### config.mk
export PLATFORM = sky130hd
export DESIGN_NAME = pmc_top
export DESIGN_NICKNAME = d
export VERILOG_FILES = /design/src/rtl/pmc_pkg.sv /design/src/rtl/pmc_div2.sv /design/src/rtl/pmc_rst_qual.sv /design/src/rtl/pmc_fsm.sv /design/src/rtl/pmc_top.sv
export SDC_FILE = /design/constraint.sdc
export NUM_CORES = 1
export LEC_CHECK = 0
export BUFFER_PORTS_ARGS = -buffer_cell sky130_fd_sc_hd__buf_2
export CORE_MARGIN = 2
export CORE_UTILIZATION = 45
export DETAILED_ROUTE_END_ITERATION = 12
export PLACE_DENSITY = 0.71
export SETUP_SLACK_MARGIN = 0.2
export SYNTH_ARGS = -nofsm -noshare
export SYNTH_HDL_FRONTEND = slang
export SYNTH_SLANG_ARGS = --single-unit
### constraint.sdc
create_clock -name clk -period 1.2 [get_ports clk]
set_input_delay 0.24 -clock clk [delete_from_list [all_inputs] [get_ports clk]]
set_output_delay 0.24 -clock clk [all_outputs]
set_load 0.02 [all_outputs]
### src/rtl/pmc_pkg.sv
package pmc_pkg;
    typedef enum logic [1:0] {
        S_RUN   = 2'd0,
        S_IDLE  = 2'd1,
        S_PDOWN = 2'd2,
        S_RESET = 2'd3
    } pm_state_e;

    localparam int PCON_W  = 2;
    localparam int IDLE_B  = 0;
    localparam int PDOWN_B = 1;
endpackage

### src/rtl/pmc_div2.sv
module pmc_div2 (
    input  logic clk,
    input  logic arst_n,
    input  logic osc_tick,
    output logic phase_en
);
    logic div_q;

    always_ff @(posedge clk or negedge arst_n) begin
        if (!arst_n)       div_q <= 1'b0;
        else if (osc_tick) div_q <= ~div_q;
    end

    assign phase_en = osc_tick & div_q;

    // the halved clock never pulses on two successive ticks
    a_r8_alternate: assert property (@(posedge clk) disable iff (!arst_n)
        phase_en |=> !phase_en || !$past(osc_tick));
endmodule

### src/rtl/pmc_rst_qual.sv
module pmc_rst_qual #(
    parameter int MC_PERIODS = 12,
    parameter int MC_COUNT   = 2
) (
    input  logic clk,
    input  logic arst_n,
    input  logic rst_in,
    input  logic tick,
    output logic hit
);
    localparam int QUAL  = MC_PERIODS * MC_COUNT;
    localparam int CNT_W = $clog2(QUAL + 1);

    logic [CNT_W-1:0] cnt;

    always_ff @(posedge clk or negedge arst_n) begin
        if (!arst_n)                               cnt <= '0;
        else if (!rst_in)                          cnt <= '0;
        else if (tick && cnt < CNT_W'(QUAL))       cnt <= cnt + 1'b1;
    end

    assign hit = rst_in && tick && (cnt == CNT_W'(QUAL - 1));

    // a low sample always restarts the qualification window
    a_r2_restart: assert property (@(posedge clk) disable iff (!arst_n)
        !rst_in |=> cnt == '0);
endmodule

### src/rtl/pmc_fsm.sv
module pmc_fsm
    import pmc_pkg::*;
(
    input  logic              clk,
    input  logic              arst_n,
    input  logic              rst_hit,
    input  logic              rst_in,
    input  logic              pcon_we,
    input  logic [PCON_W-1:0] pcon_wdata,
    input  logic              irq,
    output pm_state_e         state,
    output logic [PCON_W-1:0] pcon_q
);
    pm_state_e         state_nx;
    logic [PCON_W-1:0] pcon_nx;

    always_ff @(posedge clk or negedge arst_n) begin
        if (!arst_n) begin
            state  <= S_RUN;
            pcon_q <= '0;
        end else begin
            state  <= state_nx;
            pcon_q <= pcon_nx;
        end
    end

    always_comb begin
        state_nx = state;
        pcon_nx  = pcon_q;
        unique case (state)
            S_RUN: begin
                if (pcon_we) begin
                    pcon_nx = pcon_wdata;
                    if (pcon_wdata[PDOWN_B])     state_nx = S_PDOWN;
                    else if (pcon_wdata[IDLE_B]) state_nx = S_IDLE;
                end
            end
            S_IDLE: begin
                if (irq) begin
                    state_nx        = S_RUN;
                    pcon_nx[IDLE_B] = 1'b0;
                end
            end
            S_PDOWN: begin
                state_nx = S_PDOWN;
            end
            S_RESET: begin
                if (!rst_in) state_nx = S_RUN;
            end
        endcase
        if (rst_hit) begin
            state_nx = S_RESET;
            pcon_nx  = '0;
        end
    end

    // power-down is left only through a qualified reset
    a_r6_pd_sticky: assert property (@(posedge clk) disable iff (!arst_n)
        (state == S_PDOWN && !rst_hit) |=> state == S_PDOWN);
    // an interrupt wakes idle unless a reset arrives together with it
    a_r5_wake: assert property (@(posedge clk) disable iff (!arst_n)
        (state == S_IDLE && irq && !rst_hit) |=> (state == S_RUN && !pcon_q[IDLE_B]));
    // while held in reset the control bits stay clear
    a_r7_clear: assert property (@(posedge clk) disable iff (!arst_n)
        (state == S_RESET) |-> pcon_q == '0);
endmodule

### src/rtl/pmc_top.sv
module pmc_top
    import pmc_pkg::*;
#(
    parameter int MC_PERIODS = 12,
    parameter int MC_COUNT   = 2
) (
    input  logic              clk,
    input  logic              arst_n,
    input  logic              osc_tick,
    input  logic              rst_in,
    input  logic              pcon_we,
    input  logic [PCON_W-1:0] pcon_wdata,
    input  logic              irq,
    output logic [PCON_W-1:0] pcon_q,
    output logic              cpu_clk_en,
    output logic              per_clk_en,
    output logic              osc_en,
    output logic              sys_rst
);
    pm_state_e state;
    logic      phase_en;
    logic      qual_tick;
    logic      rst_hit;

    pmc_div2 u_div (
        .clk      (clk),
        .arst_n   (arst_n),
        .osc_tick (osc_tick),
        .phase_en (phase_en)
    );

    assign qual_tick = (state == S_PDOWN) ? 1'b1 : osc_tick;

    pmc_rst_qual #(
        .MC_PERIODS (MC_PERIODS),
        .MC_COUNT   (MC_COUNT)
    ) u_qual (
        .clk    (clk),
        .arst_n (arst_n),
        .rst_in (rst_in),
        .tick   (qual_tick),
        .hit    (rst_hit)
    );

    pmc_fsm u_fsm (
        .clk        (clk),
        .arst_n     (arst_n),
        .rst_hit    (rst_hit),
        .rst_in     (rst_in),
        .pcon_we    (pcon_we),
        .pcon_wdata (pcon_wdata),
        .irq        (irq),
        .state      (state),
        .pcon_q     (pcon_q)
    );

    always_comb begin
        cpu_clk_en = 1'b0;
        per_clk_en = 1'b0;
        osc_en     = 1'b1;
        sys_rst    = 1'b0;
        unique case (state)
            S_RUN:   begin cpu_clk_en = phase_en; per_clk_en = phase_en; end
            S_IDLE:  begin per_clk_en = phase_en; end
            S_PDOWN: begin osc_en = 1'b0; end
            S_RESET: begin cpu_clk_en = phase_en; per_clk_en = phase_en; sys_rst = 1'b1; end
        endcase
    end

    // system reset only begins after the pin was already high
    a_r2_no_early: assert property (@(posedge clk) disable iff (!arst_n)
        $rose(sys_rst) |-> $past(rst_in));
    // releasing the pin releases the system reset one edge later
    a_r7_release: assert property (@(posedge clk) disable iff (!arst_n)
        (sys_rst && !rst_in) |=> !sys_rst);
    // the CPU is never clocked while the oscillator is off
    a_r4_no_cpu_pd: assert property (@(posedge clk) disable iff (!arst_n)
        !osc_en |-> !cpu_clk_en);
endmodule

==> results.yml <==
sta:
  worst_pin_slew_ns: 0.260
  hold_viol: 0
  rsz0062_at_grt: "yes"
  hold_slack_ns: 0.237
  clock.fmax_mhz: 681
  fin_crit_ns: 1.47
  skew_ns: 0.00969
  final-setup-viol-count: 13
  min_period_over_period_pct: 122
  relSlewSlack_pct: 82.5
  timing.final.ws_setup_ns: -0.269
  slew_violations: 0
global_routing:
  antenna_found_initial: 0
  grt_pass1_wl_um: 2370
  grt_max_degree: 11
  grt_use_total_pct: 22.6
  grt_pass1_vias: 509
  overflow: 0
power:
  p_leak_nw: 0.465
  share_comb_of_total_power_pct: 65.9
  netSwitchingPower_mw: 0.857
  p_seq_share_pct: 23.2
  intPower_mw: 1.46
  p_total_mw: 2.32
  powerDensity_nw_per_um2: 2340
  clockPowerShare_pct: 10.9
  swShare_pct: 37.0
  vdd_drop_max_mv: 1.70
critical_path:
  worst_setup_path_start_kind: "register"
  crit_required_ns: 0.96
  end_kind: "output pin"
  reg2reg_from: "u_fsm.state[0]"
  worstSetupStartpoint: "u_fsm.state[0]"
  cp.arrival_ns: 1.23
  ff2ff_setup_slack_ns: -0.21
  reg2reg_depth: 6
  worst-path-max-fanout: 3
  worst-setup-path-type: "register to output pin"
detailed_routing:
  via_per_inst: 5.21
  wl_um: 1600
  routedWlPerCell_um: 14.0
  dr_total_vias: 594
  drt_iter0_drc: 12
  route.detailed.drc: 0
  drtAntennaViolNets: 0
  dr.pass1.iters: 4
synth:
  netlist_area_um2: 614
  postSynthAreaPerCell_um2: 9.31
  synth-seq-cells: 10
  synth_nets: 79
  synthCells: 66
  synth_top_area_share_pct: 40.7
  synth_seq_area_share_pct: 40.7
  ys_warn_count: 0
  yosys-top-cells-area: "dfrtp_1, ha_1, a21oi_1"
  yosysTopAreaCell: "dfrtp_1"
  ys_types: 23
final_layout:
  nets: 113
  fin_area_um2: 990
  num_antenna_cells: 0
  area_growth_pct: 61.1
  layout-drive-gt1-share_pct: 50.5
placed_design:
  hpwlAfterDp_um: 1040
  io_buffers: 13
  placed_area_um2: 811
  place_congestion: 0.837
die:
  dieArea_um2: 1680
  die_x_um: 41.0
  coreArea_um2: 1280
  die_y_um: 41.0
  start_util_pct: 47.8
  io_pins: 14
  rows: 13
clock_tree:
  cts_made_buffers: 3
  cts_max_path_buffers: 2
  clkLatencyLatePin_ns: 0.27
  htree_num_levels: 1
  tritoncts: "yes"
  ctsRootBufferMaster: "clkbuf_4"
  clkSinkCount: 10
  clkTransAtPathRegs_ns: 0.07
min_path:
  hold_class: "input pin to register"
  hold_path_depth: 2
  min-delay-start: "osc_tick"
outcome:
  outcome: "complete, but fails checks"
  violations: "setup timing"
run:
  max_cap_violations: 0
[area by class of cell]
type | count | area, um^2
inverters | 5 | 18.8
flip-flops and latches | 10 | 251
clock buffers | 4 | 26.3
fillers | 85 | 295
well taps | 15 | 18.8
multi-input cells | 51 | 433
repair buffers | 29 | 241
[sequential cells by signal, summed over array words and instances, names as in the netlist]
signal        flops
u_fsm.state       2
u_fsm.pcon_q      2
u_div.div_q       1
u_qual.cnt        5
[logic make-up (layout without fill, tap and decap cells)]
family / Yosys count / count (layout) / share of synthesized area, %
buffers and inverters: 5 / 38 / 3.06
adders and majority gates: 5 / 5 / 10.2
and+or+nand+nor: 22 / 22 / 17.9
xor gates and xnor gates: 2 / 2 / 2.85
muxes: 2 / 2 / 3.46
AOI/OAI and AO/OA: 20 / 20 / 21.8
DFF: 10 / 10 / 40.7
[path summary, 6_finish.rpt]
kind / end
max: per_clk_en
min: u_div.div_q
max reg2reg: u_qual.cnt[3]
min reg2reg: u_div.div_q
max in group asynchronous: u_fsm.state[1]
min in group asynchronous: u_fsm.pcon_q[0]
[routing by layer]
layer	vias to the layer above	part of all wire, %	track usage [%]	wire (um)
li1	298	-	-	-
met1	272	45	30.8	727
met2	18	46	33.2	736
met3	6	5.1	5.43	81
met4	0	3.4	10.0	55
met5	-	0	0	0
[worst max-delay path, cell delays in order (launching register included)]
cell and delay, ns:
dfrtp_1 0.39, inv_2 0.12, ha_4 0.17, buf_6 0.10, nor2_1 0.03, buf_4 0.15
[layout by cell type, fill, tap and decap left out, types with 2 or more instances in the layout]
cell type	synthesis	routed
and3b_1	2	2
nand2_1	7	7
clkbuf_4	0	3
ha_4	0	3
and2_4	0	2
nand3_1	2	2
dfrtp_1	10	9
buf_6	0	7
or3_1	2	2
a21oi_2	0	3
buf_2	0	7
buf_4	0	13
o21ai_0	5	4
inv_2	0	3
nor2_1	5	4
inv_1	5	2
a21oi_1	7	4
[synth_stat cells (all sizes together)]
cell	instances
a211oi	2
a21oi	7
a2bb2oi	1
a41oi	1
and2	2
and3b	2
dfrtp	10
ha	5
inv	5
mux2	1
mux2i	1
nand2	7
nand3	2
nor2	5
nor2b	2
o211a	1
o21ai	5
o21bai	1
o2bb2ai	1
o31a	1
or3	2
xnor2	1
xor2	1
[power groups by stage]
stage	Combinational [mW]	Clock, mW	Sequential (mW)
detailed placement	1.06	0	0.564
floorplan	0.680	0	0.590
CTS	1.43	0.260	0.538
global placement	1.05	0	0.559
finish	1.52	0.252	0.538
global route	1.63	0.276	0.553
[metrics by stage]
step | util [%] | instances | setup TNS (ns) | setup WS, ns
4_1_cts | 75.3 | 111 | -2.43 | -0.273
3_5_place_dp | 63.1 | 101 | -1.51 | -0.194
6_report | 77.0 | 114 | -2.40 | -0.269
3_3_place_gp | 63.1 | 101 | -1.43 | -0.184
2_1_floorplan | - | 66 | -0.379 | -0.0830
5_1_grt | 77.0 | 114 | -3.18 | -0.316
[repair_timing]
item / in CTS / in global routing
gates cloned: 0 / 0
buffers inserted: 5 / 3
setup endpoints to repair: 15 / 15
gates resized for setup: 20 / 2
hold endpoints to repair: 10 / 0
hold buffers: 1 / 0
pin swaps: 6 / 0
Note: power is estimated with default switching activity, not from simulation.
